### config.mk
export PLATFORM = sky130hd
export DESIGN_NAME = cnt_pre
export DESIGN_NICKNAME = d
export VERILOG_FILES = /design/src/rtl/cnt_pre_pkg.sv /design/src/rtl/cnt_pre_ctl.sv /design/src/rtl/cnt_pre_next.sv /design/src/rtl/cnt_pre_reg.sv /design/src/rtl/cnt_pre_term.sv /design/src/rtl/cnt_pre.sv
export SDC_FILE = /design/constraint.sdc
export NUM_CORES = 1
export LEC_CHECK = 0
export BUFFER_PORTS_ARGS = -buffer_cell sky130_fd_sc_hd__buf_2
export CAP_MARGIN = 20
export CORE_AREA = 4 4 41 43
export CTS_BUF_LIST = sky130_fd_sc_hd__clkbuf_2 sky130_fd_sc_hd__clkbuf_4 sky130_fd_sc_hd__clkbuf_8
export DETAILED_ROUTE_END_ITERATION = 16
export DIE_AREA = 0 0 45 47
export GPL_TIMING_DRIVEN = 0
export PLACE_DENSITY = 0.49
export SLEW_MARGIN = 0
export SYNTH_ARGS = -nofsm -noshare
export SYNTH_HDL_FRONTEND = slang
export SYNTH_SLANG_ARGS = --single-unit
### constraint.sdc
create_clock -name clk -period 1.3 [get_ports clk]
set_clock_uncertainty 0.15 [all_clocks]
set_input_delay 0.065 -clock clk [delete_from_list [all_inputs] [get_ports clk]]
set_output_delay 0.065 -clock clk [all_outputs]
set_load 0.02 [all_outputs]
### src/rtl/cnt_pre_pkg.sv
package cnt_pre_pkg;
  typedef enum logic [1:0] {
    OP_CLEAR = 2'd0,
    OP_LOAD  = 2'd1,
    OP_STEP  = 2'd2,
    OP_HOLD  = 2'd3
  } cnt_op_e;
endpackage

### src/rtl/cnt_pre_ctl.sv
module cnt_pre_ctl
  import cnt_pre_pkg::*;
(
  input  logic    clk,
  input  logic    clr,
  input  logic    ld,
  input  logic    en_p,
  input  logic    en_t,
  output cnt_op_e op
);
  // clear beats load, load beats stepping
  always_comb begin
    if (clr)              op = OP_CLEAR;
    else if (ld)          op = OP_LOAD;
    else if (en_p && en_t) op = OP_STEP;
    else                  op = OP_HOLD;
  end

  // a single low enable never yields a step
  p_step_needs_both_r5: assert property (@(posedge clk)
    (op == OP_STEP) |-> (en_p && en_t && !ld && !clr));
endmodule

### src/rtl/cnt_pre_next.sv
module cnt_pre_next
  import cnt_pre_pkg::*;
#(
  parameter int WIDTH = 4,
  parameter logic [WIDTH-1:0] TERM = '1
) (
  input  cnt_op_e          op,
  input  logic [WIDTH-1:0] q,
  input  logic [WIDTH-1:0] ld_val,
  output logic [WIDTH-1:0] nxt
);
  logic [WIDTH-1:0] inc;

  // out-of-range decade values fall through to the natural binary wrap
  assign inc = (q == TERM) ? '0 : q + 1'b1;

  always_comb begin
    unique case (op)
      OP_CLEAR: nxt = '0;
      OP_LOAD:  nxt = ld_val;
      OP_STEP:  nxt = inc;
      default:  nxt = q;
    endcase
  end
endmodule

### src/rtl/cnt_pre_reg.sv
module cnt_pre_reg #(
  parameter int WIDTH     = 4,
  parameter bit ASYNC_CLR = 1'b0
) (
  input  logic             clk,
  input  logic             clr,
  input  logic [WIDTH-1:0] nxt,
  output logic [WIDTH-1:0] q
);
  generate
    if (ASYNC_CLR) begin : g_async
      always_ff @(posedge clk or posedge clr) begin
        if (clr) q <= '0;
        else     q <= nxt;
      end
    end else begin : g_sync
      always_ff @(posedge clk) begin
        q <= nxt;
      end
    end
  endgenerate

  // a clear seen at an edge leaves zero behind it
  p_clear_zero_r1: assert property (@(posedge clk) clr |=> (q == '0));
endmodule

### src/rtl/cnt_pre_term.sv
module cnt_pre_term #(
  parameter int WIDTH = 4,
  parameter logic [WIDTH-1:0] TERM = '1
) (
  input  logic             clk,
  input  logic [WIDTH-1:0] q,
  input  logic             en_t,
  output logic             carry_out
);
  assign carry_out = en_t && (q == TERM);

  // carry never appears with the carry enable low
  p_carry_gated_r6: assert property (@(posedge clk) !en_t |-> !carry_out);
endmodule

### src/rtl/cnt_pre.sv
module cnt_pre
  import cnt_pre_pkg::*;
#(
  parameter int WIDTH   = 4,
  parameter bit DECADE  = 1'b0,
  parameter int DEC_MOD = 10
) (
  input  logic             clk,
  input  logic             clr,
  input  logic             ld,
  input  logic [WIDTH-1:0] ld_val,
  input  logic             en_p,
  input  logic             en_t,
  output logic [WIDTH-1:0] q,
  output logic             carry_out
);
  localparam int               TERM_I = DECADE ? DEC_MOD - 1 : (1 << WIDTH) - 1;
  localparam logic [WIDTH-1:0] TERM   = WIDTH'(TERM_I);

  cnt_op_e          op;
  logic [WIDTH-1:0] nxt;

  cnt_pre_ctl u_ctl (
    .clk  (clk),
    .clr  (clr),
    .ld   (ld),
    .en_p (en_p),
    .en_t (en_t),
    .op   (op)
  );

  cnt_pre_next #(.WIDTH(WIDTH), .TERM(TERM)) u_next (
    .op     (op),
    .q      (q),
    .ld_val (ld_val),
    .nxt    (nxt)
  );

  cnt_pre_reg #(.WIDTH(WIDTH), .ASYNC_CLR(DECADE)) u_reg (
    .clk (clk),
    .clr (clr),
    .nxt (nxt),
    .q   (q)
  );

  cnt_pre_term #(.WIDTH(WIDTH), .TERM(TERM)) u_term (
    .clk       (clk),
    .q         (q),
    .en_t      (en_t),
    .carry_out (carry_out)
  );

  // preload lands on the next edge
  p_load_r3: assert property (@(posedge clk) disable iff (clr)
    ld |=> (q == $past(ld_val)));

  // one step upward below the terminal value
  p_step_r4: assert property (@(posedge clk) disable iff (clr)
    (!ld && en_p && en_t && q != TERM) |=> (q == $past(q) + 1'b1));

  // hold when either enable is low
  p_hold_r5: assert property (@(posedge clk) disable iff (clr)
    (!ld && !(en_p && en_t)) |=> $stable(q));

  // terminal value rolls to zero
  p_wrap_r7: assert property (@(posedge clk) disable iff (clr)
    (!ld && en_p && en_t && q == TERM) |=> (q == '0));

  // carry only at the terminal value
  p_carry_term_r6: assert property (@(posedge clk)
    carry_out |-> (q == TERM));
endmodule

==> flow_summary.yaml <==
routing:
  finalWirelength_um: 678
  ant_nets: 0
  drtPass1Iterations: 2
  drc: 0
  drt_iter0_markers: 3
  wl_per_cell_um: 11.9
  vias_per_cell: 4.58
  via_count: 261
synthesis:
  yosys_warnings: 0
  synth.area.top_cells: "edfxtp_1 (46%), a22o_1 (10%), and4bb_4 (6.3%)"
  synth.net_count: 30
  syn_inst: 20
  synth-compound-area-share_pct: 26.1
  synth_simple_gate_area_share_pct: 17.9
  synth_area_sq_um: 259
  synth_seq_cells: 4
  ys_types: 15
  ys_seq_area_share_pct: 46.4
  synth_xor_area_share_pct: 3.38
  synth_fa_ha_area_share_pct: 4.83
  synth_top_family_by_area: "compound AO/OA/AOI/OAI gates"
  synth_area_per_cell_sq_um: 12.9
  synth_top_cell_by_area: "edfxtp_1"
  yosysTopAreaCellShare_pct: 46.4
  synthMuxAreaShare_pct: 0
clocking:
  clk_latency_ps: 230
  cts.root.buffer_cell: "clkbuf_4"
  clk_pin_slew_ps: 40
  clock_path_buffers: 2
  cts_tree: "done"
  htree_levels: 1
  cts_buffers: 3
  cts_sinks: 4
outcome:
  violations: "setup timing"
  run_status: "finished, violations left"
layout:
  drive_gt1_share_pct: 57.1
  antenna_cells: 0
  synthToLayoutAreaGrowth_pct: 70.0
  regMostFlops: "u_reg.q"
  fin_area_sq_um: 440
  largest_reg_flops: 4
  reg_top3: "u_reg.q (4)"
  fin_nets: 54
  fin_util_pct: 33.8
  final_common_cell: "buf_2"
  mostFrequentLayoutCells: "buf_2 (12), edfxtp_1 (4)"
floorplan:
  core_sq_um: 1300
  rows: 13
  initial_core_util_pct: 19.9
  fp.dieW_um: 45
  io_pins: 14
  die_height_um: 47
  die_area_sq_um: 2120
sta:
  fmax_mhz: 713
  finalSetupTns_ps: -284
  slew_headroom_pct: 87.3
  finalSetupViolCount: 4
  rsz0062_at_grt: "yes"
  post-route-min-period_ps: 1400
  holdWs_ps: 2.57
  setup_slack_ps: -103
  hold_violations: 0
  period_share_pct: 108
  slew_viol_final: 0
  worstMarginPinSlew_ps: 190
critical_path:
  critPathLaunchType: "flip-flop"
  slowest_stage: "edfxtp_1"
  critPathMaxStageDelay_ps: 450
  end_kind: "flip-flop"
  crit_arrival_ps: 1230
  worstPathMaxFanout: 4
  critPathRequiredTime_ps: 1130
  critical_path_class: "flip-flop to flip-flop"
  cp_cell_sequence: "ha_4, xor2_1, a22o_1"
global_routing:
  grt_pass1_vias: 281
  track_usage_pct: 7.68
  gr-total-overflow: 0
  grt_antenna_before_repair: 0
  grt_pass1_wl_mm: 1.13
  grt_max_degree: 7
power:
  power_leakage_nw: 0.210
  power_w: 0.000413
  power_density_nw_per_um2: 937
  ir_drop_uv: 267
job:
  drv_cap: 0
placement:
  routabilityCongestion: 0.705
  port_buffers: 13
  postPlaceCellArea_sq_um: 355
hold_path:
  holdCritPathClass: "input port to flip-flop"
-- metal layers --
metal / track usage (%) / up-vias / routed length [um]
met5: 0 / - / 0
met4: 5.26 / 0 / 0
met3: 3.45 / 0 / 86
met2: 12.1 / 12 / 311
met1: 8.24 / 119 / 280
li1: - / 130 / -
-- kinds of logic after synthesis --
kind of cell / count (synthesis)
flip-flops: 4
AO/OA/AOI/OAI: 8
adder cells (fa/ha/maj): 1
AND/OR/NAND/NOR: 5
XOR/XNOR: 1
buffers and inverters: 1
-- final cells by class --
cell class                 count  area (sq um)
tap                           15          18.8
clock buffer                   3          22.5
timing repair buffer          19           124
fill                         141           861
multi-input combinational     15           151
sequential                     4           120
inverter                       1          3.75
-- cell usage after synthesis --
| master | n |
|---|---|
| edfxtp_1 | 4 |
| a22o_1 | 3 |
| a211o_2 | 1 |
| a21oi_1 | 1 |
| a22oi_1 | 1 |
| a31oi_1 | 1 |
| and2b_1 | 1 |
| and4_1 | 1 |
| and4b_1 | 1 |
| and4bb_4 | 1 |
| ha_1 | 1 |
| inv_1 | 1 |
| nand2_1 | 1 |
| o211ai_2 | 1 |
| xor2_1 | 1 |
-- repair_timing --
action                     in CTS  in global routing
setup endpoints to repair       3                  5
hold endpoints to repair        3                  0
buffers inserted                1                  2
cloned                          0                  0
pin swaps                       2                  0
hold buffers                    3                  0
gates resized for setup         2                  1
-- worst max-delay path, delay by kind of cell, from the launching register on --
kind,cells,cell delay (ps)
compound gates,1,180
fa+ha+maj,1,210
flops,1,450
xor+xnor,1,160
-- power by group --
part           internal (W)  switching (W)  total [W]
Sequential         0.000156      0.0000146   0.000170
Combinational     0.0000476      0.0000417  0.0000893
Clock              0.000103      0.0000498   0.000153
-- metrics by stage --
stage | instances | setup WS, ps
after floorplan | 20 | -176
after global placement | 48 | -101
after detailed placement | 48 | -115
after CTS | 55 | -133
after global routing | 57 | -158
final | 57 | -103
-- final timing paths --
| path | from | to | slack [ps] | cells past startpoint |
|---|---|---|---|---|
| setup / recovery | u_reg.q[0] | u_reg.q[2] | -100 | 3 |
| hold / removal | ld_val[3] | u_reg.q[3] | 3 | 3 |
| setup reg to reg | u_reg.q[0] | u_reg.q[2] | -100 | 3 |
| hold reg to reg | u_reg.q[3] | u_reg.q[3] | 520 | 2 |
Power figures use the tool's default switching activity.
